<file path="src/rtl/pi_enc_pkg.sv">
package pi_enc_pkg;
  localparam int unsigned NTAP_DEF  = 32;
  localparam int unsigned WBITS_DEF = 4;
  localparam int unsigned CODE_DEF  = 9;
  localparam int unsigned MIN_PER   = 2;
endpackage

</file>
<file path="src/rtl/pi_therm_decode.sv">
module pi_therm_decode #(
  parameter int unsigned NTAP  = 32,
  parameter int unsigned MINP  = 2,
  localparam int unsigned CNT_W = $clog2(NTAP) + 1
) (
  input  logic [NTAP-1:0]  therm,
  output logic [CNT_W-1:0] count
);
  logic [NTAP+1:0] ext;
  logic [NTAP-1:0] clean;

  assign ext = {1'b0, therm, 1'b1};

  genvar g;
  generate
    for (g = 0; g < NTAP; g++) begin : g_maj
      assign clean[g] = (ext[g] & ext[g+1]) | (ext[g+1] & ext[g+2]) | (ext[g] & ext[g+2]);
    end
  endgenerate

  logic [CNT_W-1:0] raw;
  always_comb begin
    raw = CNT_W'(NTAP);
    for (int i = NTAP - 1; i >= 0; i--) begin
      if (!clean[i]) raw = CNT_W'(i);
    end
  end

  assign count = (raw < CNT_W'(MINP)) ? CNT_W'(MINP) : raw;
endmodule

</file>
<file path="src/rtl/pi_tap_map.sv">
module pi_tap_map #(
  parameter int unsigned NTAP     = 32,
  parameter int unsigned COARSE_W = 5,
  localparam int unsigned CNT_W  = $clog2(NTAP) + 1,
  localparam int unsigned TAP_W  = $clog2(NTAP),
  localparam int unsigned SEL_W  = $clog2(NTAP / 2)
) (
  input  logic [COARSE_W-1:0] coarse,
  input  logic [CNT_W-1:0]    count,
  output logic [SEL_W-1:0]    odd_sel,
  output logic [SEL_W-1:0]    even_sel,
  output logic                later_odd
);
  logic [CNT_W-1:0] wide;
  logic [TAP_W-1:0] cur_tap;
  logic [TAP_W-1:0] nxt_tap;
  logic [TAP_W-1:0] odd_tap;
  logic [TAP_W-1:0] even_tap;

  assign wide    = CNT_W'(coarse) % count;
  assign cur_tap = wide[TAP_W-1:0];
  assign nxt_tap = (cur_tap == TAP_W'(NTAP - 1)) ? '0 : cur_tap + TAP_W'(1);

  always_comb begin
    if (cur_tap[0]) begin
      odd_tap  = cur_tap;
      even_tap = nxt_tap;
    end else begin
      odd_tap  = nxt_tap;
      even_tap = cur_tap;
    end
  end

  assign odd_sel   = odd_tap[TAP_W-1:1];
  assign even_sel  = even_tap[TAP_W-1:1];
  assign later_odd = nxt_tap[0];
endmodule

</file>
<file path="src/rtl/pi_blend_weight.sv">
module pi_blend_weight #(
  parameter int unsigned WBITS = 4,
  localparam int unsigned NUNIT = 1 << WBITS
) (
  input  logic [WBITS-1:0] weight,
  input  logic             later_odd,
  output logic [NUNIT-1:0] therm
);
  logic [WBITS:0] ones;
  assign ones = later_odd ? {1'b0, weight} : ((WBITS+1)'(NUNIT) - {1'b0, weight});

  genvar k;
  generate
    for (k = 0; k < NUNIT; k++) begin : g_unit
      assign therm[k] = ((WBITS+1)'(k) < ones);
    end
  endgenerate
endmodule

</file>
<file path="src/rtl/pi_boundary_mark.sv">
module pi_boundary_mark #(
  parameter int unsigned NTAP = 32,
  localparam int unsigned CNT_W = $clog2(NTAP) + 1
) (
  input  logic [CNT_W-1:0] count,
  output logic [NTAP-1:0]  mark
);
  genvar i;
  generate
    for (i = 0; i < NTAP; i++) begin : g_stage
      assign mark[i] = (count == CNT_W'(i + 1));
    end
  endgenerate
endmodule

</file>
<file path="src/rtl/pi_ctrl_encoder.sv">
module pi_ctrl_encoder
  import pi_enc_pkg::*;
#(
  parameter int unsigned NTAP   = NTAP_DEF,
  parameter int unsigned WBITS  = WBITS_DEF,
  parameter int unsigned CODE_W = CODE_DEF,
  localparam int unsigned NUNIT    = 1 << WBITS,
  localparam int unsigned SEL_W    = $clog2(NTAP / 2),
  localparam int unsigned CNT_W    = $clog2(NTAP) + 1,
  localparam int unsigned COARSE_W = CODE_W - WBITS
) (
  input  logic              clk,
  input  logic              rst_n,
  input  logic              load,
  input  logic [CODE_W-1:0] code,
  input  logic [NTAP-1:0]   arb_therm,
  output logic [SEL_W-1:0]  odd_sel,
  output logic [SEL_W-1:0]  even_sel,
  output logic [NUNIT-1:0]  blend_therm,
  output logic [NTAP-1:0]   stage_mode
);
  logic [CNT_W-1:0] per_cnt;
  logic [SEL_W-1:0] odd_nx, even_nx;
  logic             later_odd;
  logic [NUNIT-1:0] blend_nx;
  logic [NTAP-1:0]  mark_nx;

  pi_therm_decode #(.NTAP(NTAP), .MINP(MIN_PER)) dec_i (
    .therm(arb_therm), .count(per_cnt)
  );

  pi_tap_map #(.NTAP(NTAP), .COARSE_W(COARSE_W)) map_i (
    .coarse(code[CODE_W-1:WBITS]), .count(per_cnt),
    .odd_sel(odd_nx), .even_sel(even_nx), .later_odd(later_odd)
  );

  pi_blend_weight #(.WBITS(WBITS)) blend_i (
    .weight(code[WBITS-1:0]), .later_odd(later_odd), .therm(blend_nx)
  );

  pi_boundary_mark #(.NTAP(NTAP)) mark_i (
    .count(per_cnt), .mark(mark_nx)
  );

  always_ff @(posedge clk or negedge rst_n) begin
    if (!rst_n) begin
      odd_sel     <= '0;
      even_sel    <= '0;
      blend_therm <= '0;
      stage_mode  <= {1'b1, {(NTAP-1){1'b0}}};
    end else if (load) begin
      odd_sel     <= odd_nx;
      even_sel    <= even_nx;
      blend_therm <= blend_nx;
      stage_mode  <= mark_nx;
    end
  end
endmodule

</file>
<file path="config.mk">
export PLATFORM = sky130hd
export DESIGN_NAME = pi_ctrl_encoder
export DESIGN_NICKNAME = d
export VERILOG_FILES = /design/src/rtl/pi_enc_pkg.sv /design/src/rtl/pi_therm_decode.sv /design/src/rtl/pi_tap_map.sv /design/src/rtl/pi_blend_weight.sv /design/src/rtl/pi_boundary_mark.sv /design/src/rtl/pi_ctrl_encoder.sv
export SDC_FILE = /design/constraint.sdc
export NUM_CORES = 1
export LEC_CHECK = 0
export BUFFER_PORTS_ARGS = -buffer_cell sky130_fd_sc_hd__clkbuf_2
export CAP_MARGIN = 15
export CORE_ASPECT_RATIO = 0.8
export CORE_UTILIZATION = 52
export CTS_CLUSTER_DIAMETER = 200
export CTS_CLUSTER_SIZE = 8
export DETAILED_ROUTE_END_ITERATION = 16
export GPL_TIMING_DRIVEN = 0
export HOLD_SLACK_MARGIN = 0.06
export MAX_ROUTING_LAYER = met4
export PLACE_DENSITY = 0.75
export SYNTH_ARGS = -nofsm -noshare
export SYNTH_HDL_FRONTEND = slang
export SYNTH_HIERARCHICAL = 1
export SYNTH_SLANG_ARGS = --single-unit
</file>
<file path="constraint.sdc">
create_clock -name clk -period 1.12 [get_ports clk]
set_clock_uncertainty 0.15 [all_clocks]
set_input_delay 0.056 -clock clk [delete_from_list [all_inputs] [get_ports clk]]
set_output_delay 0.056 -clock clk [all_outputs]
set_load 0.01 [all_outputs]
</file>
==> metrics.cfg <==
[status]
status = finished, violations left
violations = negative hold slack, negative setup slack

[synthesis]
ys_ff_latch = 56
ys.flop_type = dfrtp_1
synth_async_sr_flop_share = 1.00
yosysTopAreaCellShare = 0.253
ys_seq_area_frac = 0.258
ys_top_cells_by_count = 59 x nor2_1, 55 x dfrtp_1, 45 x mux2_4, 38 x nand2_1, 31 x inv_1
synthTopCellsByArea = dfrtp_1 25%, mux2_4 12%, ha_1 5.5%
ys_types = 93
synthCells = 578
synth_most_common_cell = nor2_1
syn_avg_cell_area_um2 = 9.42
yosysWarnings = 6
synth_top_area_cell = dfrtp_1
syn-num-nets = 647
synth_area_um2 = 5440
synth-edff-count = 0

[global_routing]
grt_pass1_vias = 5047
grt_pass1_wl_mm = 24.5
overflow = 0
track_usage = 0.292
grt_max_degree = 36
antenna_found_initial = 0

[routing]
first_pass_iters = 5
drc_errors = 0
wl_mm = 15.7
ant_nets = 0
vias_per_cell = 5.89
drt_first_iter_violations = 274
num_vias = 5161
routedWlPerCell_um = 17.9

[floorplan]
boundaryPins = 100
dieWidth_um = 116
row_count = 33
design.core.area_um2 = 10200
dieArea_um2 = 10900
start_util = 0.534
die_h_um = 93.5

[power]
finalPower_mw = 29.5
peakVddDrop_mv = 3.17
static-leakage-power_nw = 3.50
power_density_nw_per_um2 = 3820

[clock_tree]
cts_buffers = 5
root_buffer = clkbuf_16
cts_tree = built
clk_latency_ps = 290
hold_buffers = 1
htreeDepth = 2
cts_buffer_depth = 2
cts.sinks = 56
cts.clk_slew.worst_paths_ps = 80

[sta]
hold_slack_ps = -28.4
max_freq_ghz = 0.117
grt_setup_unrepaired = yes
fin_crit_sh = 7.62
setup_slack_ps = -7420
drv_slew = 0
slew_headroom = 0.625
hold_viol_final = 6
setup_violations = 57
tightestPinTransition_ps = 557
layout_min_cycle_time_ps = 8540

[layout]
insertedDiodeCount = 0
drive_gt1_frac = 0.535
utilization = 0.758
synthToLayoutAreaGrowth_pct = 42.0
fin_nets = 804
finalInstanceArea_um2 = 7730

[critical_path]
path_class = input pin to register
startpoint_type = input pin
path_common_cell = ha_4
cpMaxStageDelayCell = a2111oi_4
arrival_ps = 8570
worstSetupEndpointType = register
critPathMaxStageDelay_ps = 400
worstPathMaxFanout = 7
required_ps = 1150

[hold_path]
hp-class = input pin to register

[place]
io_buffers = 84
gp_congestion = 0.859
place_area_um2 = 6450
hpwlAfterDp_mm = 9.91

[job]
cap_violations = 0

-- path summary, 6_finish.rpt --
kind,endpoint,cells after the start,startpoint,slack [ps]
worst max-delay path,blend_therm[9]$_DFFE_PN0P_,45,arb_therm[30],-7420
worst min-delay path,stage_mode[0]$_DFFE_PN0P_,2,load,-30
worst max register to register,stage_mode[17]$_DFFE_PN0P_,1,stage_mode[17]$_DFFE_PN0P_,150
worst min register to register,blend_therm[4]$_DFFE_PN0P_,1,blend_therm[4]$_DFFE_PN0P_,360
max in group asynchronous,stage_mode[25]$_DFFE_PN0P_,3,rst_n,140
min in group asynchronous,odd_sel[3]$_DFFE_PN0P_,2,rst_n,110
-- report_power, final --
group	internal, mW	switching [mW]
combinational	12.9	11.9
clock	1.12	0.766
sequential	2.54	0.241
-- area by class of cell --
class,instances,area (um^2)
timing repair buffer,152,1100
clock inverter,2,38.8
clock buffer,6,139
sequential,56,1400
buffer,38,414
fill,697,2470
tap,140,175
multi-input combinational,450,4330
inverter,32,130
-- cells in the final DEF, fill, tap and decap left out, types with 15 or more instances in the layout --
master and count:
a21oi_1 15, buf_4 51, buf_6 32, clkbuf_2 76, dfrtp_1 55, ha_1 15
inv_1 26, mux2_4 57, nand2_1 31, nor2_1 42, nor2_2 15, o211ai_1 15
o21ai_0 16
-- state kept, by name, indices dropped and copies added (netlist names) --
signal and cells:
odd_sel 4, stage_mode 32, blend_therm 16, even_sel 4
-- metal layers --
metal	vias up	wire [um]	track usage	part of all wire
met5	-	0	-	0
met4	0	238	0.0598	0.015
met3	32	807	0.0460	0.051
met2	178	7510	0.460	0.48
met1	2519	7170	0.395	0.46
li1	2432	-	-	-
-- critical path: cells and delay by family --
family | cells | cell delay [ps]
simple gates | 9 | 1170
compound gates | 15 | 3090
buf+inv | 9 | 1090
fa+ha+maj | 7 | 1550
mux | 5 | 1590
-- cells by family (layout without fill, tap and decap cells) --
logic type,count (synthesis),in the layout,synth area share
other cells,1,1,0.000689
buf+inv,72,230,0.0798
mux,72,72,0.179
flops,56,56,0.258
fa+ha+maj,28,28,0.0650
compound gates,155,155,0.220
simple gates,184,184,0.182
xor+xnor,10,10,0.0161
-- timing repair --
item / in CTS / in global routing
setup buffers: 43 / 21
endpoints found under the setup margin: 57 / 92
hold endpoints to repair: 66 / 11
pin swaps: 40 / 20
gates resized for setup: 79 / 59
cloned: 2 / 2
-- stage by stage --
step | worst slack, ps | setup TNS [ps] | cells
floorplan | -7590 | -205500 | 578
global placement | -8870 | -267470 | 802
detailed placement | -8940 | -252570 | 803
CTS | -7200 | -200150 | 855
global route | -7720 | -213910 | 876
finish | -7420 | -203910 | 876
Power figures use the tool's default switching activity.
